[config.mk]
export PLATFORM = sky130hd
export DESIGN_NAME = edo_dram_ctrl
export DESIGN_NICKNAME = d
export VERILOG_FILES = /design/src/rtl/edo_dram_ctrl.sv
export SDC_FILE = /design/constraint.sdc
export NUM_CORES = 1
export LEC_CHECK = 0
export BUFFER_PORTS_ARGS = -buffer_cell sky130_fd_sc_hd__buf_2
export CORE_MARGIN = 5
export CORE_UTILIZATION = 50
export DETAILED_ROUTE_END_ITERATION = 8
export HOLD_SLACK_MARGIN = 0.03
export PLACE_DENSITY = 0.76
export SLEW_MARGIN = 20
export SYNTH_ARGS = -nofsm -noshare
export SYNTH_HDL_FRONTEND = slang
export SYNTH_SLANG_ARGS = --single-unit
[constraint.sdc]
create_clock -name clk -period 3.96 [get_ports clk]
set_clock_uncertainty 0.15 [all_clocks]
set_input_delay 1.188 -clock clk [delete_from_list [all_inputs] [get_ports clk]]
set_output_delay 1.188 -clock clk [all_outputs]
set_load 0.02 [all_outputs]
[src/rtl/edo_dram_ctrl.sv]
module edo_dram_ctrl #(
  parameter int ROW_W      = 10,
  parameter int COL_W      = 10,
  parameter int DATA_W     = 16,
  parameter int T_RCD      = 2,
  parameter int T_CAS      = 2,
  parameter int T_RP       = 3,
  parameter int T_RFR      = 4,
  parameter int T_RAS_MAX  = 500,
  parameter int REF_PERIOD = 780
) (
  input  logic                    clk,
  input  logic                    rst_n,
  input  logic                    req_valid,
  output logic                    req_ready,
  input  logic                    req_write,
  input  logic [ROW_W+COL_W-1:0]  req_addr,
  input  logic [1:0]              req_be,
  input  logic [DATA_W-1:0]       req_wdata,
  output logic                    rsp_valid,
  output logic [DATA_W-1:0]       rsp_rdata,
  output logic [((ROW_W>COL_W)?ROW_W:COL_W)-1:0] dram_addr,
  output logic                    dram_ras_n,
  output logic                    dram_ucas_n,
  output logic                    dram_lcas_n,
  output logic                    dram_we_n,
  output logic                    dram_oe_n,
  output logic [DATA_W-1:0]       dram_dq_out,
  output logic                    dram_dq_oe,
  input  logic [DATA_W-1:0]       dram_dq_in
);
  localparam int AW      = ROW_W + COL_W;
  localparam int BW      = DATA_W / 2;
  localparam int MW      = (ROW_W > COL_W) ? ROW_W : COL_W;
  localparam int CW      = $clog2(T_RP + T_RCD + T_CAS + T_RFR + 2);
  localparam int RW      = $clog2(T_RAS_MAX + 2);
  localparam int FW      = $clog2(REF_PERIOD + 1);
  localparam int RAS_LIM = T_RAS_MAX - T_CAS - 2;

  typedef enum logic [2:0] {S_IDLE, S_PRE, S_ACT, S_CAS, S_RFC, S_RFR} st_t;

  st_t               st, after;
  logic [CW-1:0]     cnt, cur_len;
  logic              row_open, ref_pend;
  logic [ROW_W-1:0]  open_row, a_row;
  logic [COL_W-1:0]  a_col;
  logic              a_we;
  logic [1:0]        a_be;
  logic [DATA_W-1:0] a_wd;
  logic [RW-1:0]     ras_cnt;
  logic [FW-1:0]     ref_tmr;

  wire ras_low  = (st == S_ACT) || (st == S_CAS) || (st == S_RFR) || (st == S_IDLE && row_open);
  wire refcas   = (st == S_RFC) || (st == S_RFR);
  wire close_now = row_open && (ras_cnt >= RW'(RAS_LIM));
  wire hit      = row_open && (req_addr[AW-1:COL_W] == open_row);
  wire last     = (cnt == cur_len - CW'(1));

  always_comb begin
    case (st)
      S_PRE:   cur_len = CW'(T_RP);
      S_ACT:   cur_len = CW'(T_RCD);
      S_CAS:   cur_len = CW'(T_CAS);
      S_RFR:   cur_len = CW'(T_RFR);
      default: cur_len = CW'(1);
    endcase
  end

  assign req_ready   = (st == S_IDLE) && !ref_pend && !close_now;
  assign dram_ras_n  = !ras_low;
  assign dram_ucas_n = !((st == S_CAS && a_be[1]) || refcas);
  assign dram_lcas_n = !((st == S_CAS && a_be[0]) || refcas);
  assign dram_we_n   = !(st == S_CAS && a_we);
  assign dram_oe_n   = !(st == S_CAS && !a_we);
  assign dram_addr   = (st == S_ACT) ? MW'(a_row) : MW'(a_col);
  assign dram_dq_out = a_wd;
  assign dram_dq_oe  = (st == S_CAS) && a_we;

  always_ff @(posedge clk) begin
    if (!rst_n) begin
      st        <= S_IDLE;
      after     <= S_IDLE;
      cnt       <= '0;
      row_open  <= 1'b0;
      open_row  <= '0;
      a_row     <= '0;
      a_col     <= '0;
      a_we      <= 1'b0;
      a_be      <= '0;
      a_wd      <= '0;
      ras_cnt   <= '0;
      ref_tmr   <= '0;
      ref_pend  <= 1'b0;
      rsp_valid <= 1'b0;
      rsp_rdata <= '0;
    end else begin
      rsp_valid <= 1'b0;
      ras_cnt   <= ras_low ? ras_cnt + RW'(1) : '0;
      cnt       <= last ? '0 : cnt + CW'(1);
      case (st)
        S_IDLE: begin
          cnt <= '0;
          if (ref_pend) begin
            if (row_open) begin st <= S_PRE; after <= S_RFC; end
            else st <= S_RFC;
          end else if (close_now) begin
            st <= S_PRE; after <= S_IDLE;
          end else if (req_valid) begin
            a_row <= req_addr[AW-1:COL_W];
            a_col <= req_addr[COL_W-1:0];
            a_we  <= req_write;
            a_be  <= req_be;
            a_wd  <= req_wdata;
            if (hit) st <= S_CAS;
            else if (row_open) begin st <= S_PRE; after <= S_ACT; end
            else st <= S_ACT;
          end
        end
        S_PRE: begin
          row_open <= 1'b0;
          if (last) st <= after;
        end
        S_ACT: if (last) begin
          st       <= S_CAS;
          row_open <= 1'b1;
          open_row <= a_row;
        end
        S_CAS: if (last) begin
          st <= S_IDLE;
          if (!a_we) begin
            rsp_valid <= 1'b1;
            rsp_rdata <= {dram_dq_in[DATA_W-1:BW] & {BW{a_be[1]}},
                          dram_dq_in[BW-1:0]      & {BW{a_be[0]}}};
          end
        end
        S_RFC: if (last) st <= S_RFR;
        S_RFR: if (last) begin
          st       <= S_PRE;
          after    <= S_IDLE;
          ref_pend <= 1'b0;
        end
        default: st <= S_IDLE;
      endcase
      if (ref_tmr == FW'(REF_PERIOD - 1)) begin
        ref_tmr  <= '0;
        ref_pend <= 1'b1;
      end else begin
        ref_tmr <= ref_tmr + FW'(1);
      end
    end
  end
endmodule


# == Word level (Yosys, flattened, before mapping) ==
# Index checks and enable logic that the tools add are counted.
# classes
n_addsub,4
mul,0
n_div,0
magnitude_cmp,1
n_eq_ne,17
n_shift,0
muxes,27
bitwise_logic,6
reduce_logical,40
# op_table
operator,n
two-way mux 3 bit,15
one-hot mux 3 bit (6 select lines),1
bitwise AND 8 bit,2
inequality test 4 bit (second input constant),3
AND reduction 6 bit,2
adder 10 x 1 -> 10 bit (second input constant),1
== test 10 bit,1
== test 10 bit (second input constant),1
two-way mux 10 bit,1
inequality test 2 bit (second input constant),5
adder 9 x 1 -> 9 bit (second input constant),1
>= comparator 9 bit (second input constant),1
logical AND 1 bit,9
one-hot mux 3 bit (3 select lines),1
zero test 1 bit,8
AND reduction 2 bit,4
nonzero test 2 bit,4
== test 3 x 2 -> 1 bit (second input constant),2
== test 3 bit (second input constant),2
logical OR 1 bit,6
one-hot mux 3 bit (2 select lines),1
AND reduction 3 bit,2
two-way mux 1 bit,5
adder 4 x 1 -> 4 bit (second input constant),1
other kinds (11),16
# word_totals
ff_bits,97
latch_bits,0
ram_bits,0
rom_bits,0
inputBits,58
out_inout_bits,50
n_memories,0

# == Depth between registers and ports, before layout ==
# Gate-level depths: netlist of run 1.
# depth
ltp_word,8
ltp_mapped,8

# == Worst setup path before layout of run 1 ==
# No wires, ideal clock.
# synth_timing
path_type,register to output
start,register st[1]
end,output port dram_addr[0] (netlist name)
arrival_ns,1.616
t_required_ns,2.622
setup_slack_ns,1.006
stages_incl_launch_ff,6
cell_sequence,dfxtp_1 > buf_6 > inv_1 > nor3_1 > clkbuf_1 > mux2_2
# synth_via
elab_chain_len,2
# synth_lines
item,line_no,rtl
start: declaration,42,"st_t st, after;"
start signal: assignment,121,if (last) st <= after;
== test 3 x 2 -> 1 bit,75,assign dram_addr = (st == S_ACT) ? MW'(a_row) : MW'(a_col);
two-way mux 10 bit,75,
end: declaration,22,"output logic [((ROW_W>COL_W)?ROW_W:COL_W)-1:0] dram_addr,"
# No other way between the ends.

# == Worst setup path after layout of run 1 ==
# layout_timing
start,register st[1]
end,output port dram_addr[1] (netlist name)
# Same word-level chain as after synthesis.

==> results.py, run 1 <==
metrics = {
    "synth": {
        "synth_area_um2": 4130,
        "synth_fp_nets": 529,
        "synthCells": 467,
        "syn-mean-instance-area_um2": 8.83,
        "yosys.area.top_type_share_pct": 46.6,
        "ys_top_cells_by_area": "dfxtp_1 47%, nand2_1 9.5%, a21boi_1 7.1%",
        "ys_seq_area_share_pct": 46.6,
        "ys_types": 41,
        "yosys_register_bits": 96,
        "synth_top_area_cell": "dfxtp_1",
        "yosysWarningCount": 0,
    },
    "detailed_routing": {
        "wl_met3_um": 427,
        "first_pass_iters": 5,
        "highest_layer": "met4",
        "wl_met1_um": 4050,
        "vias_per_cell": 5.21,
        "remaining_drc_errors": 0,
        "drt-initial-drc-count": 240,
        "postRouteAntennaNets": 0,
        "wl_met2_um": 4630,
        "vias": 3502,
        "wl_um": 9330,
        "wire_per_inst_um": 13.9,
    },
    "cells_and_area": {
        "nets": 624,
        "n_fill_cell": 726,
        "syn_to_final_growth_pct": 19.4,
        "mostFrequentLayoutCells": "107 x buf_2, 104 x nand2_1, 96 x dfxtp_1",
        "n_antenna_cell": 0,
        "postLayoutCoreUtil_pct": 60.5,
        "final_common_cell": "buf_2",
        "drive_gt1_share_pct": 25.6,
    },
    "worst_setup_path": {
        "crit_path_top_delay_cell": "dfxtp_1",
        "cp-start-kind": "register",
        "critical_path_arrival_ps": 2140,
        "path_class": "reg2out",
        "endpoint_kind": "output pin",
        "path_cells": "inv_1 > nor3_2 > buf_4 > mux2_2 > buf_2",
        "cpPeakStageDelay_ps": 570,
        "crit_path_max_fanout": 21,
        "cp.required_ps": 2620,
    },
    "global_routing": {
        "grt_overflow": 0,
        "grt_pass1_vias": 3274,
        "antenna_found_initial": 0,
        "grtUsageTotal_pct": 18.4,
        "grt_pass1_wl_um": 15100,
        "grt_max_degree": 71,
    },
    "power": {
        "ir_worst_vdd_mv": 0.298,
        "p_per_area_nw_per_um2": 566,
        "power.leakage_uw": 0.00213,
    },
    "die": {
        "fp-row-count": 33,
        "die-area_um2": 10200,
        "start_util_pct": 50.7,
        "ios": 108,
        "die_y_um": 101,
        "die_x_um": 101,
        "core_um2": 8130,
    },
    "sta": {
        "fin_crit_sh_pct": 87.8,
        "setup_viol": 0,
        "whs_ps": 301,
        "slew_viol_final": 0,
        "relSlewSlack_pct": 27.6,
        "fin_crit_ps": 3480,
        "fmax_mhz": 288,
        "setup_tns_ps": 0,
        "hold_violations": 0,
        "rsz0062_at_grt": "no",
        "worstMarginPinSlew_ps": 1080,
    },
    "run_status": {
        "outcome": "finished clean",
    },
    "clock_tree": {
        "root_buffer": "clkbuf_8",
        "cts.sinks": 96,
        "ctsHtreeMaxLevel": 3,
        "cts_resized": 0,
        "numCtsBuffers": 9,
        "cts_tree": "yes",
        "clk_latency_ps": 360,
        "clk_pin_slew_ps": 90,
        "ctsHoldBuffers": 0,
        "clk_path_buf_depth": 2,
        "cts_setup_buffers": 0,
    },
    "run": {
        "maxCapViolCount": 0,
    },
    "hold_path": {
        "min_path_type": "reg2reg",
    },
    "place": {
        "dp_hpwl_um": 6610,
        "gp_congestion": 0.912,
        "portBuffers": 107,
    },
}
==> per-stage QoR <==
step	cells	total power (µW)	cell area, µm²	worst slack, ps
CTS	672	2810	4920	475
global route	672	2960	4920	306
floorplan	467	1840	4130	1010
finish	672	2790	4920	483
global placement	656	2030	4680	952
detailed placement	656	2050	4680	869
==> cell families after synthesis <==
family,synth area share [%]
AOI/OAI and AO/OA,18.0
xor gates and xnor gates,5.94
adders and majority gates,1.21
buffers and inverters,5.00
DFF,46.6
muxes,2.73
and+or+nand+nor,20.6
==> cell type report <==
| cell class | instances | area (µm²) | share of cell area (%) |
|---|---|---|---|
| Clock buffer | 9 | 124 | 2.52 |
| Timing Repair Buffer | 112 | 573 | 11.6 |
| Inverter | 13 | 48.8 | 0.991 |
| Clock inverter | 7 | 118 | 2.39 |
| Sequential cell | 96 | 1920 | 39.0 |
| Tap cell | 105 | 131 | 2.67 |
| Multi-Input combinational cell | 330 | 2010 | 40.8 |
==> where the power goes <==
part / switching (µW) / total [µW] / internal, µW
Sequential: 112 / 1180 / 1070
Clock: 343 / 765 / 422
Combinational: 528 / 840 / 313
==> worst max-delay path: cells and delay by family (launching register included) <==
kind	cells	cell delay (ps)
DFF	1	570
and+or+nand+nor	1	190
buffers and inverters	3	660
muxes	1	370
==> metal layers <==
layer,vias to the layer above,global-route usage (%)
met5,-,0
met1,1607,23.9
met2,100,30.0
met4,0,8.60
met3,20,2.91
li1,1775,-
==> flip-flops by register name (all words and copies together) (netlist names), 3 cells and up <==
register,count
dram_dq_out,16
rsp_rdata,16
a_col,10
a_row,10
open_row,10
ref_tmr,10
ras_cnt,9
cnt,4
st,3
==> final timing paths <==
kind                                              endpoint  slack (ps)                   from  depth (start not counted)
worst min register to register       ref_tmr[0]$_SDFF_PP0_         300  ref_tmr[0]$_SDFF_PP0_                          1
worst min-delay path                 ref_tmr[0]$_SDFF_PP0_         300  ref_tmr[0]$_SDFF_PP0_                          1
worst max register to register  rsp_rdata[11]$_SDFFE_PN0P_        1290     st[2]$_SDFFE_PN0P_                          5
worst max-delay path                          dram_addr[1]         480     st[1]$_SDFFE_PN0P_                          5
==> cells in the mapped netlist (all sizes together) <==
cell,number
a41oi,2
clkbuf,17
xor2,18
a211oi,1
o211ai,3
nand2b,1
a41o,2
a22o,16
o41ai,1
a21oi,9
a31oi,1
nor3,7
buf,11
dfxtp,96
ha,4
and3,11
nor4b,1
nor2,28
inv,13
a32oi,2
nor4,3
nand4,6
o21a,1
a311oi,1
and2,3
mux2,10
or3b,1
and3b,1
o21ai,8
xnor2,10
a21boi,50
nor2b,3
nand2,104
or4,1
nand3,21
Note: power is estimated with default switching activity, not from simulation.
==> inputs of run 2 (changes only) <==
- CORE_UTILIZATION: 50 -> 47
- PLACE_DENSITY: 0.76 -> 0.75
- clock period: 3.96 -> 2.9 ns (I/O delays scaled with it)
==> results.py, run 2 (same netlist as run 1, synthesis figures left out) <==
metrics = {
    "sta": {
        "worstMarginPinSlew_ps": 1050,
        "relSlewSlack_pct": 30.2,
        "fin_crit_sh_pct": 96.7,
        "slew_viol_final": 0,
        "setup_tns_ps": 0,
        "fin_crit_ps": 2800,
        "hold_violations": 0,
        "rsz0062_at_grt": "no",
        "setup_viol": 0,
        "fmax_mhz": 357,
    },
    "die": {
        "die-area_um2": 10800,
        "die_x_um": 104,
        "start_util_pct": 47.8,
        "die_y_um": 104,
        "core_um2": 8640,
        "ios": 108,
        "fp-row-count": 34,
    },
    "detailed_routing": {
        "postRouteAntennaNets": 0,
        "vias": 3457,
        "vias_per_cell": 5.08,
        "remaining_drc_errors": 0,
        "drt-initial-drc-count": 159,
        "wire_per_inst_um": 13.6,
        "wl_um": 9290,
        "first_pass_iters": 4,
    },
    "global_routing": {
        "grt_max_degree": 51,
        "grtUsageTotal_pct": 17.4,
        "grt_pass1_wl_um": 16000,
        "grt_pass1_vias": 3416,
        "antenna_found_initial": 0,
        "grt_overflow": 0,
    },
    "clock_tree": {
        "clk_pin_slew_ps": 90,
        "cts.sinks": 96,
        "numCtsBuffers": 9,
        "ctsHoldBuffers": 0,
        "cts_tree": "yes",
        "clk_latency_ps": 360,
        "ctsHtreeMaxLevel": 3,
        "clk_path_buf_depth": 2,
        "root_buffer": "clkbuf_8",
    },
    "cells_and_area": {
        "syn_to_final_growth_pct": 20.3,
        "final_area_um2": 4960,
        "drive_gt1_share_pct": 26.5,
        "n_fill_cell": 769,
        "final_common_cell": "buf_2",
        "n_antenna_cell": 0,
        "nets": 630,
        "mostFrequentLayoutCells": "106 x buf_2, 104 x nand2_1, 94 x dfxtp_1",
    },
    "hold_path": {
        "min_path_type": "reg2reg",
    },
    "worst_setup_path": {
        "endpoint_kind": "output pin",
        "path_class": "reg2out",
        "crit_path_max_fanout": 12,
        "cp.required_ps": 1880,
        "critical_path_arrival_ps": 1780,
        "cp-start-kind": "register",
    },
    "run_status": {
        "outcome": "finished clean",
    },
    "place": {
        "portBuffers": 107,
        "place_area_um2": 4740,
        "dp_hpwl_um": 6680,
        "gp_congestion": 0.816,
    },
    "power": {
        "ir_worst_vdd_mv": 0.505,
        "power_uw": 3740,
        "p_per_area_nw_per_um2": 753,
        "power.leakage_uw": 0.00214,
    },
    "run": {
        "maxCapViolCount": 0,
    },
}
==> run 2: metrics by stage <==
stage          setup WS, ps  utilization, %  hold WS (ps)  instances
3_5_place_dp            252            54.9           290        664
5_1_grt                22.6            57.4           326        681
6_report               95.1            57.4           302        681
3_3_place_gp            381            54.9           280        664
2_1_floorplan           264               -           268        467
4_1_cts                16.7            57.3           305        680
==> run 2: metal layers <==
metal | global-route usage [%] | routed length (µm) | vias to the layer above
li1 | - | - | 1789
met1 | 22.4 | 4110 | 1571
met2 | 28.4 | 4510 | 80
met3 | 3.73 | 484 | 17
met4 | 6.85 | 182 | 0
met5 | 0 | 0 | -
==> run 2: report_power, final <==
part / internal (µW) / total (µW) / switching, µW
clock: 446 / 895 / 449
combinational: 490 / 1240 / 753
sequential: 1470 / 1600 / 132
==> run 2: final timing paths <==
kind / start / endpoint / slack, ps / cells after the start
worst max-delay path: st[1]$_SDFFE_PN0P_ / req_ready / 100 / 4
worst min-delay path: dram_dq_out[2]$_SDFFE_PN0P_ / dram_dq_out[2]$_SDFFE_PN0P_ / 300 / 2
worst max register to register: cnt[0]$_SDFF_PP0_ / rsp_rdata[1]$_SDFFE_PN0P_ / 410 / 5
worst min register to register: dram_dq_out[2]$_SDFFE_PN0P_ / dram_dq_out[2]$_SDFFE_PN0P_ / 300 / 2
==> run 2: area by class of cell <==
class                           instances  area, µm²  area share (%)
Tap cell                              108        135            2.72
Timing Repair Buffer                  118        637            12.8
Sequential cell                        96       1920            38.8
Clock inverter                          4       52.6            1.06
Clock buffer                           12        155            3.13
Multi-Input combinational cell        330       2010            40.5
Inverter                               13       48.8           0.984
==> run 2: repair_timing <==
item,4_1_cts,5_1_grt
gates resized for setup,2,2
endpoints found under the setup margin,3,26
buffers inserted,0,1
==> run 2: worst max-delay path, cell delays in order, from the launching register on <==
cell,delay [ps]
dfxtp_1,320
buf_4,170
or4_4,520
a41oi_4,230
buf_4,190
